**config.mk**
```make
export PLATFORM = sky130hd
export DESIGN_NAME = cur_shadow_bank
export DESIGN_NICKNAME = d
export VERILOG_FILES = /design/src/rtl/cur_bank_pkg.sv /design/src/rtl/cur_reg_slot.sv /design/src/rtl/cur_arm_ctrl.sv /design/src/rtl/cur_latch_counter.sv /design/src/rtl/cur_shadow_bank.sv
export SDC_FILE = /design/constraint.sdc
export NUM_CORES = 1
export LEC_CHECK = 0
export ABC_AREA = 1
export CAP_MARGIN = 20
export CORE_ASPECT_RATIO = 0.6
export CORE_UTILIZATION = 35
export DETAILED_ROUTE_END_ITERATION = 10
export GPL_TIMING_DRIVEN = 0
export PLACE_DENSITY = 0.63
export SETUP_SLACK_MARGIN = 0.05
export SYNTH_ARGS = -nofsm -noshare
export SYNTH_HDL_FRONTEND = slang
export SYNTH_SLANG_ARGS = --single-unit
export TNS_END_PERCENT = 100
```
**constraint.sdc**
```tcl
create_clock -name clk -period 10.7 [get_ports clk]
set_clock_uncertainty 0.1 [all_clocks]
set_input_delay 2.14 -clock clk [delete_from_list [all_inputs] [get_ports clk]]
set_output_delay 2.14 -clock clk [all_outputs]
set_load 0.005 [all_outputs]
```
**src/rtl/cur_bank_pkg.sv**
```systemverilog
package cur_bank_pkg;
  localparam int NUM_REGS = 4;
  localparam int REG_W    = 32;
  localparam int ARM_SLOT = 3;
  localparam int ADDR_W   = $clog2(NUM_REGS);

  typedef enum logic [ADDR_W-1:0] {
    SLOT_CTRL = 2'd0,
    SLOT_POS  = 2'd1,
    SLOT_SIZE = 2'd2,
    SLOT_BASE = 2'd3
  } slot_e;

  function automatic logic [REG_W-1:0] slot_default(input int idx);
    case (idx)
      2:       slot_default = 32'h0020_0020;
      3:       slot_default = 32'h0010_0000;
      default: slot_default = '0;
    endcase
  endfunction
endpackage

```
**src/rtl/cur_reg_slot.sv**
```systemverilog
module cur_reg_slot #(
  parameter int                W       = 32,
  parameter logic [W-1:0]      RST_VAL = '0
) (
  input  logic         clk,
  input  logic         rst_n,
  input  logic         pend_we,
  input  logic [W-1:0] pend_d,
  input  logic         copy_en,
  output logic [W-1:0] pend_q,
  output logic [W-1:0] act_q
);
  logic [W-1:0] pend_nxt;
  logic [W-1:0] act_nxt;

  always_comb begin
    pend_nxt = pend_q;
    act_nxt  = act_q;
    if (copy_en) act_nxt  = pend_q;
    if (pend_we) pend_nxt = pend_d;
  end

  always_ff @(posedge clk or negedge rst_n) begin
    if (!rst_n) begin
      pend_q <= RST_VAL;
      act_q  <= RST_VAL;
    end else begin
      pend_q <= pend_nxt;
      act_q  <= act_nxt;
    end
  end
endmodule

```
**src/rtl/cur_arm_ctrl.sv**
```systemverilog
module cur_arm_ctrl #(
  parameter int ADDR_W   = 2,
  parameter int ARM_SLOT = 3
) (
  input  logic              clk,
  input  logic              rst_n,
  input  logic              wr_en,
  input  logic [ADDR_W-1:0] wr_addr,
  input  logic              vblank_start,
  output logic              copy_en,
  output logic              armed,
  output logic              latched
);
  localparam logic [ADDR_W-1:0] ARM_A = ADDR_W'(ARM_SLOT);

  logic armed_nxt;
  logic latched_nxt;

  always_comb begin
    copy_en     = vblank_start && armed;
    latched_nxt = copy_en;
    armed_nxt   = armed;
    if (copy_en) armed_nxt = 1'b0;
    if (wr_en)   armed_nxt = (wr_addr == ARM_A);
  end

  always_ff @(posedge clk or negedge rst_n) begin
    if (!rst_n) begin
      armed   <= 1'b0;
      latched <= 1'b0;
    end else begin
      armed   <= armed_nxt;
      latched <= latched_nxt;
    end
  end
endmodule

```
**src/rtl/cur_latch_counter.sv**
```systemverilog
module cur_latch_counter #(
  parameter int CNT_W = 16
) (
  input  logic             clk,
  input  logic             rst_n,
  input  logic             inc,
  output logic [CNT_W-1:0] count
);
  logic [CNT_W-1:0] count_nxt;

  always_comb begin
    count_nxt = count;
    if (inc) count_nxt = count + 1'b1;
  end

  always_ff @(posedge clk or negedge rst_n) begin
    if (!rst_n) count <= '0;
    else        count <= count_nxt;
  end
endmodule

```
**src/rtl/cur_shadow_bank.sv**
```systemverilog
module cur_shadow_bank
  import cur_bank_pkg::*;
#(
  parameter int CNT_W = 16
) (
  input  logic                      clk,
  input  logic                      rst_n,
  input  logic                      wr_en,
  input  logic [ADDR_W-1:0]         wr_addr,
  input  logic [REG_W-1:0]          wr_data,
  input  logic                      vblank_start,
  output logic [NUM_REGS*REG_W-1:0] active_regs,
  output logic                      armed,
  output logic                      latched,
  output logic [CNT_W-1:0]          latch_count
);
  logic [1:0] rst_pipe;
  logic       rst_q_n;
  logic       copy_en;

  always_ff @(posedge clk or negedge rst_n) begin
    if (!rst_n) rst_pipe <= 2'b00;
    else        rst_pipe <= {rst_pipe[0], 1'b1};
  end
  assign rst_q_n = rst_pipe[1];

  cur_arm_ctrl #(
    .ADDR_W   (ADDR_W),
    .ARM_SLOT (ARM_SLOT)
  ) u_arm (
    .clk          (clk),
    .rst_n        (rst_q_n),
    .wr_en        (wr_en),
    .wr_addr      (wr_addr),
    .vblank_start (vblank_start),
    .copy_en      (copy_en),
    .armed        (armed),
    .latched      (latched)
  );

  for (genvar k = 0; k < NUM_REGS; k++) begin : g_slot
    logic             sel_we;
    logic [REG_W-1:0] pend_unused;
    assign sel_we = wr_en && (wr_addr == ADDR_W'(k));
    cur_reg_slot #(
      .W       (REG_W),
      .RST_VAL (slot_default(k))
    ) u_slot (
      .clk     (clk),
      .rst_n   (rst_q_n),
      .pend_we (sel_we),
      .pend_d  (wr_data),
      .copy_en (copy_en),
      .pend_q  (pend_unused),
      .act_q   (active_regs[k*REG_W +: REG_W])
    );
  end

  cur_latch_counter #(
    .CNT_W (CNT_W)
  ) u_cnt (
    .clk   (clk),
    .rst_n (rst_q_n),
    .inc   (copy_en),
    .count (latch_count)
  );
endmodule

```
* After elaboration in Yosys (flattened, before gate mapping)
Index checks and enable logic that the tools add are counted.
Cells by class: $add $sub $neg 1, reduce and logical (&&, ||, !) cells 7, muxes and demuxes 2, equality and inequality tests 3
Operators by type and width (count):
- $add 16x1->16 const B | 1
- $logic_and 1x1->1 | 5
- $eq 2x2->1 const B | 2
- $eq 2x1->1 const B | 1
- $logic_not 2->1 | 1
- $mux 1 | 2
- $reduce_bool 2->1 | 1
Word-level totals: output and inout port bits 146, register bits after elaboration 276, word-level logic and storage cells 25, input bits 38

* Depth between registers and ports, before layout
depth in word-level cells 3, depth in mapped cells 9, depth with buffers taken out 9

* Modules after synthesis
A second synthesis with hierarchy kept.
Second synthesis, totals: cell total of the unflattened synthesis 1205, area, all modules 11268.3 sq um
By module, submodules not included:
- cur_reg_slot (g_slot[0].u_slot ...) | times used 2, area an instance 2571.2 sq um, cells each 272, seq. area each 1601.5 sq um
- cur_reg_slot (g_slot[2].u_slot) | times used 1, area an instance 2576.2 sq um, cells each 272, seq. area each 1606.5 sq um
- cur_reg_slot (g_slot[3].u_slot) | times used 1, area an instance 2573.7 sq um, cells each 272, seq. area each 1604.0 sq um
- cur_latch_counter | times used 1, area an instance 813.3 sq um, cells each 97, seq. area each 400.4 sq um
- cur_shadow_bank | times used 1, area an instance 83.8 sq um, cells each 11, seq. area each 50.0 sq um
- cur_arm_ctrl | times used 1, area an instance 78.8 sq um, cells each 9, seq. area each 50.0 sq um

* Least setup slack after synthesis
Ideal clock, no wire load.
path kind input-to-reg, start point input port wr_en, end point register g_slot[3].u_slot.pend_q[10], required time 10.474 ns, stages 6, data arrival time 2.802 ns, path buffers 3, slack 7.672 ns, library setup time 0.126 ns, cell sequence buf_2 nand3_1 buf_2 buf_2 nand2_1 o21ai_0
On the way: word-level cells in the longest chain between the ends 1
RTL lines:
- from (decl) | line cur_shadow_bank.sv:8 | input logic wr_en,
- $logic_and 1x1->1 | line cur_shadow_bank.sv:44 | assign sel_we = wr_en && (wr_addr == ADDR_W'(k));
- to (signal assigned) | line cur_reg_slot.sv:28 | pend_q <= pend_nxt;
- to (decl) | line cur_reg_slot.sv:10 | output logic [W-1:0] pend_q,
Every way passes these cells. A chain may end at the register's enable or synchronous reset.

* Worst setup path after layout
start point register u_cnt.count[0], end point output port latch_count[0]
RTL lines:
- from (decl) | line cur_latch_counter.sv:7 | output logic [CNT_W-1:0] count
- from (signal assigned) | line cur_latch_counter.sv:18 | else count <= count_nxt;
- to (decl) | line cur_shadow_bank.sv:15 | output logic [CNT_W-1:0] latch_count
No word-level cell between the ends.

==> results.md <==
* Status: completed
* Vias in the first global route at ~8300
* Period utilization at between 30 and 40%
* Critical path, cell by cell: clkdlybuf4s50_1
* Clock root cell: clkbuf_16
* Leakage power total at roughly 0.0068 uW
* Pwr dens at approximately 210 mW/mm^2
* ANT nets after route at 0
* Post-synth EDFFs at 0
* Clock power frac at a little under a third
* Number of nets in the layout at 1354
* Post-CTS resize count at 0
* Post-CTS Setup Inserts at 0
* Slowest stage delay, CP at around 0.57 ns
* Post-route cell area at between 0.01 and 0.015 sq mm
* Final Hold Fails at 0
* Initial antenna violation count at 0
* Seq/Total Area, Yosys at around 67%
* Non-filler instance count after layout at around 1700
* Slew headroom at 57.1%
* Netlist cell types at 22
* Routed vias at just over 8000
* Commonest cells after routing, fill and taps aside: nand2_1, dfrtp_1, clkdlybuf4s50_1
* Cell area after synthesis at slightly above 0.01 sq mm
* Worst VDD drop at around 140 uV
* Die Y at 135 um
* Gate Count Post-Synth at 1100
* Port Buffers at between 150 and 200
* # setup viols final at 0
* Crit path time final at roughly 3.8 ns
* Crit path DAT at approximately 1.6 ns
* Sequential power share at between 40% and 50%
* WS Path Type: reg -> out
* Mapped Nets at 1139
* Total of max-cap violations at 0
* Pins Over Slew Limit at 0
* Critical Path RT at between 8 and 9 ns
* Row count at 48
* # clock sinks at 276
* Crit-path max FO at 5
* Number of antenna diodes at 0
* CTS tree: done
* Std-Cell Core Area at ~0.029 sq mm
* Synthesized flop and latch total at 276
* Fillcell total at 2765
* Element type at the critical path end: output port
* Detailed Place HPWL at between 20 and 25 mm
* DR iter-0 viols at 549
* Maximum buffer depth of the clock tree at 3
* Vias/cell at about 4.7
* Cell Area, Placed at between 0.01 and 0.015 sq mm
* Internal Power at roughly 2100 uW
* Synthesis Warnings at 0
* Prevailing post-synth register cell: dfrtp_1
* CP top delay family: buffers and inverters
* Die area at around 0.030 sq mm
* Commonest non-fill, non-tap cell in the layout: nand2_1
* CP Buf/Inv Count at 1
* First-pass GRT wire length at 46.9 mm
* Synth-to-Final Area Change at 31.4%
* Clk pin slew, worst setup/hold paths at about 0.06 ns
* Clk Latency, worst-skew pair at around 0.54 ns
* I/O pin cnt at about 180
* FMAX at approximately 260 MHz
* Worst setup SP type: register
* Final wirelength at 29.8 mm
* Syn Area/Cell at 9.41 sq um
* Tot Pwr at a little under 3000 uW
* Layout cell share with drive strength beyond 1 at under 10%
* Global placement routability congestion at approximately 0.79
* Worst path slowest cell: clkdlybuf4s50_1
* Hold WC Path Type: reg -> async
* Least-Margin Pin Slew at 0.644 ns
* CTS Buf Count at 27
* Wirelength per Cell at about 17 um
* Initial Util at 35.8%
* Largest net degree at the start of global routing at between 60 and 70
* Drt first pass iters at 7
* GR Util All Layers at around 20%
* CTS H-tree depth at 1
* DRC at 0
* Grt ovf at 0
* Async SR Flop Fraction at 100%
* Overall die width at roughly 220 um
* RSZ-0062 raised after global routing: no
* Gate power share at 20.3%
* Sw Share at about 28%
* Count of hold buffers inserted by post-cts repair at 0
* Placed cells at between 1500 and 2000
* NetSw at approximately 800 uW
[layer usage]
layer / global-route usage, % / wire length (um) / vias to the layer above
li1: - / - / 3841
met1: 29.9 / 14400 / 3994
met2: 30.4 / 12900 / 257
met3: 4.23 / 2050 / 39
met4: 4.07 / 459 / 0
met5: 0 / 0 / -
[worst reg2reg max path: cells and delay by family (launching register included)]
kind	cells	cell delay, ns
buf+inv	2	0.73
flops	1	0.41
simple gates	3	0.44
[path summary, 6_finish.rpt]
kind | start | end | slack [ns] | depth (start not counted)
setup / recovery | u_cnt.count[0] | latch_count[0] | 6.87 | 1
hold / removal | rst_pipe[1] | u_cnt.count[9] | 0.17 | 0
setup reg to reg | u_arm.armed | g_slot[0].u_slot.act_q[23] | 8.96 | 5
hold reg to reg | rst_pipe[1] | u_cnt.count[9] | 0.17 | 0
max in group asynchronous | rst_n | rst_pipe[1] | 8.70 | 1
min in group clk | rst_pipe[0] | rst_pipe[1] | 0.26 | 0
[power by group through the flow]
stage	registers, uW	logic, uW	clock network (uW)
6_report	1410	586	898
5_1_grt	1430	655	964
4_1_cts	1410	597	920
3_5_place_dp	1420	594	0
3_3_place_gp	1440	556	0
2_1_floorplan	1410	199	0
[cells by family (layout without fill, tap and decap cells)]
group | count (synthesis) | count (layout) | share of synthesized area [%]
and+or+nand+nor | 581 | 581 | 21.7
adders and majority gates | 1 | 1 | 0.121
buffers and inverters | 104 | 339 | 4.41
xor gates and xnor gates | 9 | 9 | 0.761
other | 1 | 1 | 0.0362
DFF | 276 | 276 | 66.8
AOI/OAI and AO/OA | 128 | 128 | 6.19
[registers in the layout, summed over array words and instances, names as in the netlist]
| name | cells |
|---|---|
| u_arm.armed | 1 |
| u_arm.latched | 1 |
| rst_pipe | 2 |
| g_slot.u_slot.act_q | 128 |
| g_slot.u_slot.pend_q | 128 |
| u_cnt.count | 16 |
[per-stage QoR]
stage | setup WS, ns | TNS (ns) | hold slack [ns] | util [%]
floorplan | 2.35 | 0 | 0.231 | -
global placement | -0.798 | -203.36 | 0.240 | 43.9
detailed placement | 6.72 | 0 | 0.176 | 44.3
CTS | 6.83 | 0 | 0.183 | 47.1
global route | 6.81 | 0 | 0.205 | 47.1
finish | 6.87 | 0 | 0.166 | 47.1
[cells in the mapped netlist (3+ instances only)]
| cell | number | area share, % |
|---|---|---|
| inv_2 | 3 | 0.11 |
| dfrtp_1 | 270 | 65 |
| nand4_1 | 6 | 0.36 |
| o21ai_0 | 119 | 5.8 |
| buf_4 | 9 | 0.65 |
| nand3_1 | 8 | 0.39 |
| xnor2_1 | 3 | 0.25 |
| nor2_1 | 10 | 0.36 |
| buf_2 | 26 | 1.3 |
| o21ai_1 | 9 | 0.43 |
| nor3_1 | 3 | 0.14 |
| nand3_2 | 3 | 0.29 |
| dfstp_2 | 6 | 1.5 |
| clkbuf_1 | 19 | 0.69 |
| inv_1 | 47 | 1.7 |
| xor2_1 | 6 | 0.51 |
| nand2_1 | 548 | 20 |
[final cells by class]
cell class | instances | area, sq um | area share, %
clock buffer | 37 | 753 | 5.54
sequential | 276 | 6920 | 50.8
buffer | 54 | 269 | 1.98
timing repair buffer | 186 | 1930 | 14.2
clock inverter | 12 | 62.6 | 0.460
multi-input combinational | 720 | 2990 | 21.9
inverter | 50 | 188 | 1.38
tap | 400 | 500 | 3.68
Note: power is estimated with default switching activity, not from simulation.
